[config.mk]
export PLATFORM = sky130hd
export DESIGN_NAME = tkw_window
export DESIGN_NICKNAME = d
export VERILOG_FILES = /design/src/rtl/tkw_pkg.sv /design/src/rtl/tkw_decode.sv /design/src/rtl/tkw_shadow.sv /design/src/rtl/tkw_readmux.sv /design/src/rtl/tkw_window.sv
export SDC_FILE = /design/constraint.sdc
export NUM_CORES = 1
export LEC_CHECK = 0
export BUFFER_PORTS_ARGS = -buffer_cell sky130_fd_sc_hd__buf_2
export CAP_MARGIN = 20
export CELL_PAD_IN_SITES_DETAIL_PLACEMENT = 0
export CELL_PAD_IN_SITES_GLOBAL_PLACEMENT = 1
export CORE_ASPECT_RATIO = 1.25
export CORE_MARGIN = 1
export CORE_UTILIZATION = 43
export CTS_BUF_LIST = sky130_fd_sc_hd__clkbuf_8
export DETAILED_ROUTE_END_ITERATION = 16
export PLACE_DENSITY = 0.95
export SETUP_SLACK_MARGIN = 0.05
export SYNTH_ARGS = -nofsm -noshare
export SYNTH_HDL_FRONTEND = slang
export SYNTH_HIERARCHICAL = 1
export SYNTH_SLANG_ARGS = --single-unit
[constraint.sdc]
create_clock -name clk -period 3.9 [get_ports clk]
set_input_delay 0.39 -clock clk [delete_from_list [all_inputs] [get_ports clk]]
set_output_delay 0.39 -clock clk [all_outputs]
set_load 0.03 [all_outputs]
[src/rtl/tkw_pkg.sv]
package tkw_pkg;
  localparam int REG_N  = 8;
  localparam int IDX_W  = $clog2(REG_N);
  localparam int BYTE_W = 8;
  localparam int BUS_W  = REG_N * BYTE_W;

  localparam logic [IDX_W-1:0] IDX_CTRL = 3'd0;
  localparam logic [IDX_W-1:0] IDX_SEC  = 3'd1;
  localparam logic [IDX_W-1:0] IDX_WDAY = 3'd4;

  localparam int LOAD_BIT = 7;  // index 0
  localparam int HOLD_BIT = 6;  // index 0
  localparam int HALT_BIT = 7;  // index 1
  localparam int TEST_BIT = 6;  // index 4
  localparam int BATT_BIT = 7;  // index 4

  // bits carried from / to the running counter
  function automatic logic [BYTE_W-1:0] time_mask(input logic [IDX_W-1:0] i);
    case (i)
      3'd0:    time_mask = 8'h3F;
      3'd1:    time_mask = 8'h7F;
      3'd2:    time_mask = 8'h7F;
      3'd3:    time_mask = 8'h3F;
      3'd4:    time_mask = 8'h07;
      3'd5:    time_mask = 8'h3F;
      3'd6:    time_mask = 8'h1F;
      default: time_mask = 8'hFF;
    endcase
  endfunction

  // control and spare bits, writable at any time
  function automatic logic [BYTE_W-1:0] free_mask(input logic [IDX_W-1:0] i);
    case (i)
      3'd0:    free_mask = 8'hC0;
      3'd1:    free_mask = 8'h80;
      3'd2:    free_mask = 8'h80;
      3'd3:    free_mask = 8'hC0;
      3'd4:    free_mask = 8'h78;
      3'd5:    free_mask = 8'hC0;
      3'd6:    free_mask = 8'hE0;
      default: free_mask = 8'h00;
    endcase
  endfunction
endpackage

[src/rtl/tkw_decode.sv]
module tkw_decode #(
  parameter int ADDR_W = 17
) (
  input  logic                       sel,
  input  logic                       we,
  input  logic [ADDR_W-1:0]          addr,
  output logic                       wr_en,
  output logic                       rd_en,
  output logic [tkw_pkg::IDX_W-1:0]  idx
);
  import tkw_pkg::*;
  localparam int UP_W = ADDR_W - IDX_W;

  logic in_win;

  always_comb begin
    in_win = sel && (&addr[ADDR_W-1:IDX_W]);
    wr_en  = in_win && we;
    rd_en  = in_win && !we;
    idx    = addr[IDX_W-1:0];
  end

  initial begin
    if (UP_W < 1) $error("ADDR_W must exceed the index width");
  end
endmodule

[src/rtl/tkw_shadow.sv]
module tkw_shadow (
  input  logic                                         clk,
  input  logic                                         rst,
  input  logic                                         wr_en,
  input  logic [tkw_pkg::IDX_W-1:0]                    idx,
  input  logic [tkw_pkg::BYTE_W-1:0]                   wdata,
  input  logic                                         tick_sec,
  input  logic [tkw_pkg::BUS_W-1:0]                    live_time,
  output logic [tkw_pkg::REG_N-1:0][tkw_pkg::BYTE_W-1:0] bank,
  output logic                                         commit_stb,
  output logic [tkw_pkg::BUS_W-1:0]                    commit_time
);
  import tkw_pkg::*;

  logic [REG_N-1:0][BYTE_W-1:0] sh_q;
  logic [REG_N-1:0][BYTE_W-1:0] sh_d;
  logic [BUS_W-1:0]             load_vec;
  logic [BUS_W-1:0]             tf_vec;
  logic [BUS_W-1:0]             sp_vec;
  logic                         load_q;
  logic                         hold_q;
  logic                         refresh;
  logic                         load_fall;

  assign load_q    = sh_q[IDX_CTRL][LOAD_BIT];
  assign hold_q    = sh_q[IDX_CTRL][HOLD_BIT];
  assign refresh   = tick_sec && !load_q && !hold_q;
  assign load_fall = load_q && !sh_d[IDX_CTRL][LOAD_BIT];

  for (genvar g = 0; g < REG_N; g++) begin : g_reg
    localparam logic [BYTE_W-1:0] TM = time_mask(IDX_W'(g));
    localparam logic [BYTE_W-1:0] FM = free_mask(IDX_W'(g));
    logic [BYTE_W-1:0] wmask;
    logic [BYTE_W-1:0] after_ref;

    always_comb begin
      wmask     = FM | (load_q ? TM : '0);
      after_ref = refresh ? ((sh_q[g] & ~TM) | (live_time[g*BYTE_W +: BYTE_W] & TM))
                          : sh_q[g];
      if (wr_en && (idx == IDX_W'(g)))
        sh_d[g] = (after_ref & ~wmask) | (wdata & wmask);
      else
        sh_d[g] = after_ref;
    end

    assign load_vec[g*BYTE_W +: BYTE_W] = sh_d[g] & TM;
    assign tf_vec[g*BYTE_W +: BYTE_W]   = sh_q[g] & TM;
    assign sp_vec[g*BYTE_W +: BYTE_W]   = sh_q[g] & FM;
  end

  always_ff @(posedge clk) begin
    if (rst) begin
      sh_q        <= '0;
      commit_stb  <= 1'b0;
      commit_time <= '0;
    end else begin
      sh_q       <= sh_d;
      commit_stb <= load_fall;
      if (load_fall) commit_time <= load_vec;
    end
  end

  assign bank = sh_q;

  AST_HOLD_FREEZES: assert property (@(posedge clk) disable iff (rst)
    $past(hold_q && !load_q && !wr_en) |-> (tf_vec == $past(tf_vec)));
  AST_COMMIT_ON_FALL: assert property (@(posedge clk) disable iff (rst)
    commit_stb |-> ($past(load_q) && !load_q));
  AST_NO_COMMIT_HELD: assert property (@(posedge clk) disable iff (rst)
    (load_q && $past(load_q)) |-> !commit_stb);
  AST_TIME_WR_GATED: assert property (@(posedge clk) disable iff (rst)
    $past(!load_q && !refresh) |-> (tf_vec == $past(tf_vec)));
  AST_SPARE_KEEP: assert property (@(posedge clk) disable iff (rst)
    $past(!wr_en) |-> (sp_vec == $past(sp_vec)));
endmodule

[src/rtl/tkw_readmux.sv]
module tkw_readmux (
  input  logic                                         clk,
  input  logic                                         rst,
  input  logic                                         rd_en,
  input  logic [tkw_pkg::IDX_W-1:0]                    idx,
  input  logic [tkw_pkg::REG_N-1:0][tkw_pkg::BYTE_W-1:0] bank,
  input  logic                                         batt_low,
  input  logic                                         tick_1k,
  output logic [tkw_pkg::BYTE_W-1:0]                   rdata,
  output logic                                         rvalid
);
  import tkw_pkg::*;

  logic              phase_q;
  logic              halted;
  logic              test_on;
  logic [BYTE_W-1:0] fmt;

  assign halted  = bank[IDX_SEC][HALT_BIT];
  assign test_on = bank[IDX_WDAY][TEST_BIT] && !halted;

  always_comb begin
    fmt = bank[idx];
    if (idx == IDX_WDAY) fmt[BATT_BIT] = !batt_low;
    if ((idx == IDX_SEC) && test_on) fmt[0] = phase_q;
  end

  always_ff @(posedge clk) begin
    if (rst) begin
      phase_q <= 1'b0;
      rdata   <= '0;
      rvalid  <= 1'b0;
    end else begin
      if (tick_1k && !halted) phase_q <= !phase_q;
      rvalid <= rd_en;
      if (rd_en) rdata <= fmt;
    end
  end

  AST_BATT_FLAG: assert property (@(posedge clk) disable iff (rst)
    (rvalid && $past(idx) == IDX_WDAY) |-> (rdata[BATT_BIT] == !$past(batt_low)));
  AST_PHASE_HOLD: assert property (@(posedge clk) disable iff (rst)
    $past(halted) |-> (phase_q == $past(phase_q)));
endmodule

[src/rtl/tkw_window.sv]
module tkw_window #(
  parameter int ADDR_W = 17
) (
  input  logic              clk,
  input  logic              rst,
  input  logic              bus_sel,
  input  logic              bus_we,
  input  logic [ADDR_W-1:0] bus_addr,
  input  logic [7:0]        bus_wdata,
  output logic [7:0]        bus_rdata,
  output logic              bus_rvalid,
  input  logic              tick_sec,
  input  logic              tick_1k,
  input  logic              batt_low,
  input  logic [63:0]       live_time,
  output logic              commit_stb,
  output logic [63:0]       commit_time,
  output logic              osc_halt
);
  import tkw_pkg::*;

  logic                         wr_en;
  logic                         rd_en;
  logic [IDX_W-1:0]             idx;
  logic [REG_N-1:0][BYTE_W-1:0] bank;

  tkw_decode #(.ADDR_W(ADDR_W)) u_dec (
    .sel   (bus_sel),
    .we    (bus_we),
    .addr  (bus_addr),
    .wr_en (wr_en),
    .rd_en (rd_en),
    .idx   (idx)
  );

  tkw_shadow u_shadow (
    .clk         (clk),
    .rst         (rst),
    .wr_en       (wr_en),
    .idx         (idx),
    .wdata       (bus_wdata),
    .tick_sec    (tick_sec),
    .live_time   (live_time),
    .bank        (bank),
    .commit_stb  (commit_stb),
    .commit_time (commit_time)
  );

  tkw_readmux u_rd (
    .clk      (clk),
    .rst      (rst),
    .rd_en    (rd_en),
    .idx      (idx),
    .bank     (bank),
    .batt_low (batt_low),
    .tick_1k  (tick_1k),
    .rdata    (bus_rdata),
    .rvalid   (bus_rvalid)
  );

  assign osc_halt = bank[IDX_SEC][HALT_BIT];

  AST_RVALID_FROM_HIT: assert property (@(posedge clk) disable iff (rst)
    bus_rvalid |-> $past(bus_sel && !bus_we && (&bus_addr[ADDR_W-1:IDX_W])));
  AST_RESET_QUIET: assert property (@(posedge clk)
    $past(rst) |-> (!commit_stb && !bus_rvalid && !osc_halt));
endmodule

Word-level counts from Yosys, hierarchy flattened
Cells that the tools add are included.
{"block": "classes", "eq_ne": 7, "n_bitwise": 33, "reduce_logical": 26, "mux": 25, "magnitude_cmp": 1}
{"operator": "$mux W8", "n": 18}
{"operator": "$and A8 B8 Y8", "n": 13}
{"operator": "$or A8 B8 Y8", "n": 8}
{"operator": "$not A8 Y8", "n": 5}
{"operator": "$bmux W8 S3", "n": 1}
{"operator": "$or A8 B6 Y8", "n": 3}
{"operator": "$logic_and A1 B1 Y1", "n": 17}
{"operator": "$or A8 B7 Y8", "n": 2}
{"operator": "$reduce_and A14 Y1", "n": 1}
{"operator": "$eq A3 B3 Y1 const B", "n": 4}
{"operator": "$or A8 B3 Y8", "n": 1}
{"operator": "$or A8 B5 Y8", "n": 1}
{"operator": "$logic_not A1 Y1", "n": 7}
{"operator": "$mux W7", "n": 1}
{"operator": "$eq A3 B2 Y1 const B", "n": 2}
{"operator": "$mux W6", "n": 1}
{"operator": "$mux W5", "n": 1}
{"operator": "$lt A3 B4 Y1 const B", "n": 1}
{"operator": "$eq A3 B1 Y1 const B", "n": 1}
{"operator": "$logic_not A3 Y1", "n": 1}
{"operator": "$mux W3", "n": 1}
{"operator": "$mux W1", "n": 2}
{"block": "word_totals", "register_bits": 123, "output_inout_bits": 75}

Longest topological paths before layout
Gate-level depths: netlist (run 1).
{"block": "depth", "ltp_word": 9, "ltp_mapped": 9, "ltp_nobuf": 5}

Cells and area by module
Netlist (run 1), hierarchy kept.
{"mod": "tkw_shadow", "area_each_um2": 4795.8, "n_inst": 1, "cells_each": 495, "seq_area_each_um2": 2242.2}
{"mod": "tkw_readmux", "area_each_um2": 862.1, "n_inst": 1, "cells_each": 75, "seq_area_each_um2": 200.2}
{"mod": "tkw_decode", "area_each_um2": 68.8, "n_inst": 1, "cells_each": 10, "seq_area_each_um2": 0.0}

Worst setup path after synthesis (run 1)
OpenSTA, ideal clock, no wires.
{"block": "synth_path", "path_type": "input port to flip-flop", "startpoint": "input port bus_addr[14]", "endpoint": "register u_shadow.sh_q, in the netlist u_shadow/bank[16]", "path_stages": 8, "n_path_buf": 3, "arrival_ns": 1.765, "required_time_ns": 3.814, "slack_ns": 2.049, "setup_time_ns": 0.086, "cell_sequence": "nand4_1 nor4_1 buf_2 nand3_1 buf_2 or2_0 clkbuf_1 a211oi_1"}
{"block": "synth_via", "elab_chain_cells": 5}
{"item": "start: declaration", "line": "tkw_window.sv:8", "text": "input logic [ADDR_W-1:0] bus_addr,"}
{"item": "$reduce_and A14 Y1", "line": "tkw_decode.sv:17", "text": "in_win = sel && (&addr[ADDR_W-1:IDX_W]);"}
{"item": "$logic_and A1 B1 Y1", "line": "tkw_decode.sv:17"}
{"item": "$logic_and A1 B1 Y1", "line": "tkw_decode.sv:18", "text": "wr_en = in_win && we;"}
{"item": "via wr_en", "line": "tkw_window.sv:22", "text": "logic wr_en;"}
{"item": "$logic_and A1 B1 Y1", "line": "tkw_shadow.sv:40", "text": "if (wr_en && (idx == IDX_W'(g)))"}
{"item": "$mux W8", "line": "tkw_shadow.sv:40"}
{"item": "end signal: assignment", "line": "tkw_shadow.sv:53", "text": "sh_q <= '0;"}
{"item": "end signal: assignment", "line": "tkw_shadow.sv:57", "text": "sh_q <= sh_d;"}
{"item": "end: declaration", "line": "tkw_shadow.sv:15", "text": "logic [REG_N-1:0][BYTE_W-1:0] sh_q;"}
The timed path passes the listed nets, and every way through them passes these cells.
A chain may end at the register's enable or synchronous reset.

Worst setup path after layout (run 1)
{"block": "layout_path", "startpoint": "input port bus_addr[12]", "endpoint": "register u_shadow.sh_q, in the netlist u_shadow/bank[9]"}
The elaborated chain is that of the path after synthesis.

==> summary.txt, run 1 <==
Run status
  – Status: finished clean

Placed design
  – Placer congestion estimate: 0.8700
  – Dpl hpwl: 11420 um
  – PortBufs: 138

Timing
  – Worst hold slack: 330.4 ps
  – Final Hold Violating Endpoints: 0
  – Pins Over Slew Limit: 0
  – Setup TNS: 0 ps
  – RSZ-0062 raised after global routing: no
  – Achievable Freq: 456.8 MHz
  – Layout Skew: 7.986 ps
  – Slew @ Worst Pin: 983.6 ps
  – Worst slew margin: 0.3388
  – Period minus WS final: 2189 ps
  – Crit share post-route: 0.5613
  – # setup viols final: 0

Detailed routing
  – Met2 WL: 7793 um
  – Drt wl/cell: 19.18 um
  – Drt initial violations: 374
  – Max layer used: met4
  – Total iterations of the first detailed-routing run: 5
  – Via count: 4989
  – Vias per std cell: 5.835
  – Post-route DRC violation count: 0
  – Antenna Nets Post-Route: 0
  – Final Routed Wirelength: 16400 um
  – Wl on met1: 6733 um
  – Met3 routed WL: 1224 um

Clock tree
  – TritonCTS clock tree: done
  – Setup bufs post-CTS: 0
  – Clock buffer count from CTS: 17
  – Skew-Pair Late Insertion Delay: 450 ps
  – Post-CTS Resized: 0
  – Root buffer cell: clkbuf_8
  – Hold buffers post-CTS: 0
  – # clock sinks: 122
  – Clock transition at path regs: 70 ps
  – Clock tree buffer depth: 2
  – Clock H-tree levels: 4

Worst setup path
  – Critical path required time: 4260 ps
  – Critical Path AT: 2550 ps
  – CP top delay family: simple AND/OR/NAND/NOR gates
  – Type of origin of the critical path: primary input
  – R2r startpoint: u_shadow/bank[7]
  – Slowest-stage cell, CP: and3b_1
  – Ordered list of cells on the worst path: buf_2 > nand4_1 > nor4_1 > buf_4 > and3b_1 > buf_4 > nand2b_1 > a211oi_1
  – Crit path top cell by count: buf_4
  – Slowest Stage Delay on Critical Path: 580 ps
  – R2R depth: 4
  – Worst Setup End Kind: register
  – R2R Path End: u_shadow/bank[9]
  – Critical Setup Path Class: primary input to register
  – WP buf/inv: 3
  – Crit Path Max Fanout: 17
  – Reg2Reg Setup Slack: 1880 ps

Worst hold path
  – Worst Hold Launch: live_time[4]
  – Worst Hold Endpoint: u_shadow/bank[4]
  – Hold Path Stages: 3
  – Worst hold path type: primary input to register

Pwr
  – P_sw: 664.7 uW
  – Pint: 2061 uW
  – Pwr dens: 405.1 mW/mm2
  – Peak VDD IR: 201.0 uV
  – Sw Share: 0.2438
  – Sequential fraction of design power: 0.476
  – Logic pwr share: 0.096
  – Overall power consumption: 2726 uW
  – Clock network power share: 0.428
  – Leakage power: 0.002713 uW

Floorplan
  – Die area: 0.01377 mm2
  – I/O pins: 171
  – Initial Util: 0.4456
  – Die width: 105.2 um
  – Cell Rows: 46
  – Core area: 0.01283 mm2
  – Die height: 130.9 um

Global routing
  – Initial antenna violation count: 0
  – GR Util All Layers: 0.2445
  – GRT overflow: 0
  – Largest net degree at the start of global routing: 123
  – First-pass GRT wire length: 25560 um
  – Vias in the first global route: 4768

Cells and area
  – Fin nets: 772
  – Share of layout cells above drive strength 1: 0.2999
  – Most common cell after layout, fill and taps aside: buf_2
  – Fillers: 1155
  – Commonest non-fill, non-tap cells in the layout: buf_2 (137), dfxtp_1 (122), a211oi_1 (90)
  – P&R area growth vs syn: 17.68%
  – Antenna Cells: 0

Synth
  – Syn. warnings: 6
  – Synthesized cell area: 0.005719 mm2
  – Synthesized instance count: 579
  – Mapped Avg Cell Area: 9.878 um2

Run
  – # Max-Cap Violations: 0
==> worst max-delay path by stage <==
stage                       from                        to  slack (ps)  cells after the start
floorplan           bus_addr[14]         u_shadow/bank[16]        2050                      8
global placement    bus_addr[14]         u_shadow/bank[14]        1360                      8
detailed placement  bus_addr[14]         u_shadow/bank[14]        1320                      8
CTS                 bus_addr[14]  u_shadow/commit_time[62]        1790                      8
global route         bus_addr[5]         u_shadow/bank[13]        1530                      8
finish              bus_addr[12]          u_shadow/bank[9]        1710                      8
==> worst register-to-register path, delay by kind of cell (launching register included) <==
family,cells,cell delay [ps]
DFF,1,470
buffers and inverters,1,340
AOI/OAI and AO/OA,1,280
and+or+nand+nor,2,840
==> cell type report <==
class	count	area, um2	area share
well taps	168	210.2	0.03123
flip-flops and latches	122	2442	0.3629
inverters	2	7.507	0.001115
clock inverters	9	121.4	0.01803
multi-input cells	383	2844	0.4226
repair buffers	150	815.8	0.1212
clock buffers	21	289.0	0.04294
==> power by group through the flow <==
stage	Clock [uW]	Sequential (uW)	Combinational [uW]
after floorplan	0	1310	193
after global placement	0	1320	249
after detailed placement	0	1320	254
after CTS	1180	1300	255
after global routing	1240	1300	279
final	1170	1300	262
==> metrics by stage <==
| step | instance area (um2) | cells | setup WS, ps | util |
|---|---|---|---|---|
| floorplan | 5776 | 594 | 2050 | - |
| global placement | 6292 | 824 | 1364 | 0.4903 |
| detailed placement | 6292 | 824 | 1320 | 0.4903 |
| CTS | 6703 | 854 | 1788 | 0.5222 |
| global route | 6730 | 855 | 1535 | 0.5244 |
| finish | 6730 | 855 | 1711 | 0.5244 |
==> layer usage <==
layer,global-route usage,vias up
li1,-,2326
met1,0.2966,2347
met2,0.4012,264
met3,0.05506,52
met4,0.1450,0
met5,0,-
==> registers in the layout, indices dropped and copies added (netlist names) <==
name	count
u_rd/phase_q	1
u_shadow/commit_stb	1
u_rd/rvalid	1
u_shadow/bank	63
u_rd/rdata	8
u_shadow/commit_time	48
No activity file was read; power rests on OpenSTA's default activity.
==> run 2: changes to the inputs <==
- ABC_AREA: unset -> 1
- CORE_UTILIZATION: 43 -> 38
- PLACE_DENSITY: 0.95 -> 0.92
- clock period: 3.9 -> 2.1 ns (I/O delays scaled with it)
==> run 2 against run 1 <==
- first-iteration DRC count grew 4.5%
- worst hold slack lost 270 ps
- cell count grew 61%
- sequential share of layout area shrank 4.8 points
- combinational power grew 110%
- area after synthesis grew 13%
- highest routed layer unchanged
- largest cell class unchanged
==> summary.txt, run 2 <==
Run status
  – Status: finished clean

Worst setup path
  – Type of origin of the critical path: register
  – Critical path required time: 2500 ps (-1760 ps)
  – R2r startpoint: u_shadow/bank[7]
  – Critical Setup Path Class: register to register
  – Worst Setup End Kind: register
  – Critical Path AT: 2150 ps (-400 ps)
  – R2R Path End: u_shadow/commit_time[25]
  – Reg2Reg Setup Slack: 350 ps (-1530 ps)
  – Crit Path Max Fanout: 11 (-6)
  – R2R depth: 7 (+3)

Placed design
  – Placer congestion estimate: 0.9123 (+4.9%)
  – PortBufs: 138 (unchanged)
  – Dpl hpwl: 14230 um (+25%)

Detailed routing
  – Vias per std cell: 4.778 (-18%)
  – Post-route DRC violation count: 0 (unchanged)
  – Drt initial violations: 391 (+4.5%)
  – Via count: 6593 (+32%)
  – Final Routed Wirelength: 19840 um (+21%)
  – Antenna Nets Post-Route: 0 (unchanged)
  – Total iterations of the first detailed-routing run: 5 (unchanged)
  – Drt wl/cell: 14.37 um (-25%)

Cells and area
  – Largest register FFs: 63 (unchanged)
  – Antenna Cells: 0 (unchanged)
  – P&R area growth vs syn: 19.66%
  – Fillers: 1831 (+59%)
  – Commonest non-fill, non-tap cells in the layout: nand2_1 (259), inv_1 (198), nand3_1 (138)
  – Share of layout cells above drive strength 1: 0.1819 (-0.1180)
  – Fin nets: 1243 (+61%)
  – Most common cell after layout, fill and taps aside: nand2_1
  – Multi-input gate area: 0.002984 mm2 (+4.9%)
  – Reg area: 0.002442 mm2 (unchanged)

Global routing
  – First-pass GRT wire length: 31080 um (+22%)
  – GR Util All Layers: 0.2289 (-0.01557)
  – Largest net degree at the start of global routing: 53 (-57%)
  – Vias in the first global route: 6103 (+28%)
  – Initial antenna violation count: 0 (unchanged)
  – GRT overflow: 0 (unchanged)

Worst hold path
  – Worst Hold Launch: bus_wdata[0]
  – Hold Path Stages: 3 (unchanged)
  – Worst Hold Endpoint: u_shadow/commit_time[0]
  – Worst hold path type: primary input to register

Timing
  – Layout Skew: 12.44 ps (+4.457 ps)
  – RSZ-0062 raised after global routing: no
  – Pins Over Slew Limit: 0 (unchanged)
  – Setup TNS: 0 ps (unchanged)
  – Achievable Freq: 571.9 MHz
  – Worst slew margin: 0.6256 (+0.2868)
  – Period minus WS final: 1749 ps
  – Crit share post-route: 0.8327
  – Final Hold Violating Endpoints: 0 (unchanged)
  – # setup viols final: 0 (unchanged)
  – Slew @ Worst Pin: 561.7 ps (-421.9 ps)

Clock tree
  – Clock H-tree levels: 4 (unchanged)
  – # clock sinks: 122 (unchanged)
  – Post-CTS Resized: 0 (unchanged)
  – Clock tree buffer depth: 2 (unchanged)
  – Clock transition at path regs: 70 ps (about the same)
  – Setup bufs post-CTS: 0 (unchanged)
  – TritonCTS clock tree: done
  – Clock buffer count from CTS: 17 (unchanged)
  – Hold buffers post-CTS: 0 (unchanged)
  – Skew-Pair Late Insertion Delay: 450 ps (about the same)
  – Root buffer cell: clkbuf_8

Pwr
  – Leakage power: 0.003927 uW (+45%)
  – Peak VDD IR: 350.6 uV (+74%)
  – Pwr dens: 626.7 mW/mm2 (+55%)
  – Overall power consumption: 4867 uW (+79%)

Synth
  – Syn. warnings: 6 (unchanged)
  – Synthesized cell area: 0.006490 mm2 (+13%)
  – Synthesized instance count: 1014 (+75%)
  – Mapped Avg Cell Area: 6.400 um2 (-35%)

Floorplan
  – Core area: 0.01678 mm2 (+31%)
  – I/O pins: 171 (unchanged)
  – Cell Rows: 53 (+15%)
  – Die area: 0.01761 mm2 (+28%)
  – Die height: 148.1 um (+13%)
  – Initial Util: 0.3868 (-0.05877)
  – Die width: 118.9 um (+13%)

Run
  – # Max-Cap Violations: 0 (unchanged)
## run 2: critical path: stages (launching register included)
cell and delay [ps]:
dfxtp_1 600, buf_4 260, nand2_1 60, inv_1 400, nand2_1 140, nand3_1 130
nand2_1 60, inv_1 40
## run 2: metal layers
metal | track usage | up-vias | share of wire
met4 | 0.1000 | 0 | 0.029
met5 | 0 | - | 0
met1 | 0.2714 | 2957 | 0.43
met2 | 0.3980 | 209 | 0.49
li1 | - | 3394 | -
met3 | 0.04793 | 33 | 0.057
## run 2: through the flow
step | utilization | instance area [um2] | cells | worst slack (ps) | hold slack (ps)
after floorplan | - | 6546 | 1029 | 454.2 | 352.1
after global placement | 0.4421 | 7417 | 1348 | 232.1 | 452.5
after detailed placement | 0.4421 | 7417 | 1348 | 212.0 | 454.3
after CTS | 0.4629 | 7766 | 1380 | 366.3 | 27.27
after global routing | 0.4629 | 7766 | 1380 | 268.2 | 42.59
final | 0.4629 | 7766 | 1380 | 351.3 | 56.88
## run 2: where the power goes
part	switching, uW	internal, uW	total [uW]
registers	36.1	2380	2420
clock network	938	963	1900
logic	351	201	552
total	1320	3540	4870
## run 2: worst max path at each step
stage / startpoint / to / slack (ps) / cells after the start
3_5_place_dp: bus_addr[13] / u_shadow/commit_time[20] / 210 / 13
4_1_cts: u_shadow/bank[7] / u_shadow/commit_time[25] / 370 / 7
5_1_grt: u_shadow/bank[7] / u_shadow/commit_time[33] / 270 / 7
3_3_place_gp: bus_addr[13] / u_shadow/commit_time[20] / 230 / 13
6_report: u_shadow/bank[7] / u_shadow/commit_time[25] / 350 / 7
2_1_floorplan: bus_addr[13] / u_shadow/commit_time[26] / 450 / 12
## run 2: cell type report
type,instances,share of cell area
clock inverters,13,0.01128
multi-input cells,640,0.3842
clock buffers,19,0.03367
well taps,220,0.03544
flip-flops and latches,122,0.3145
inverters,197,0.09522
repair buffers,169,0.1257
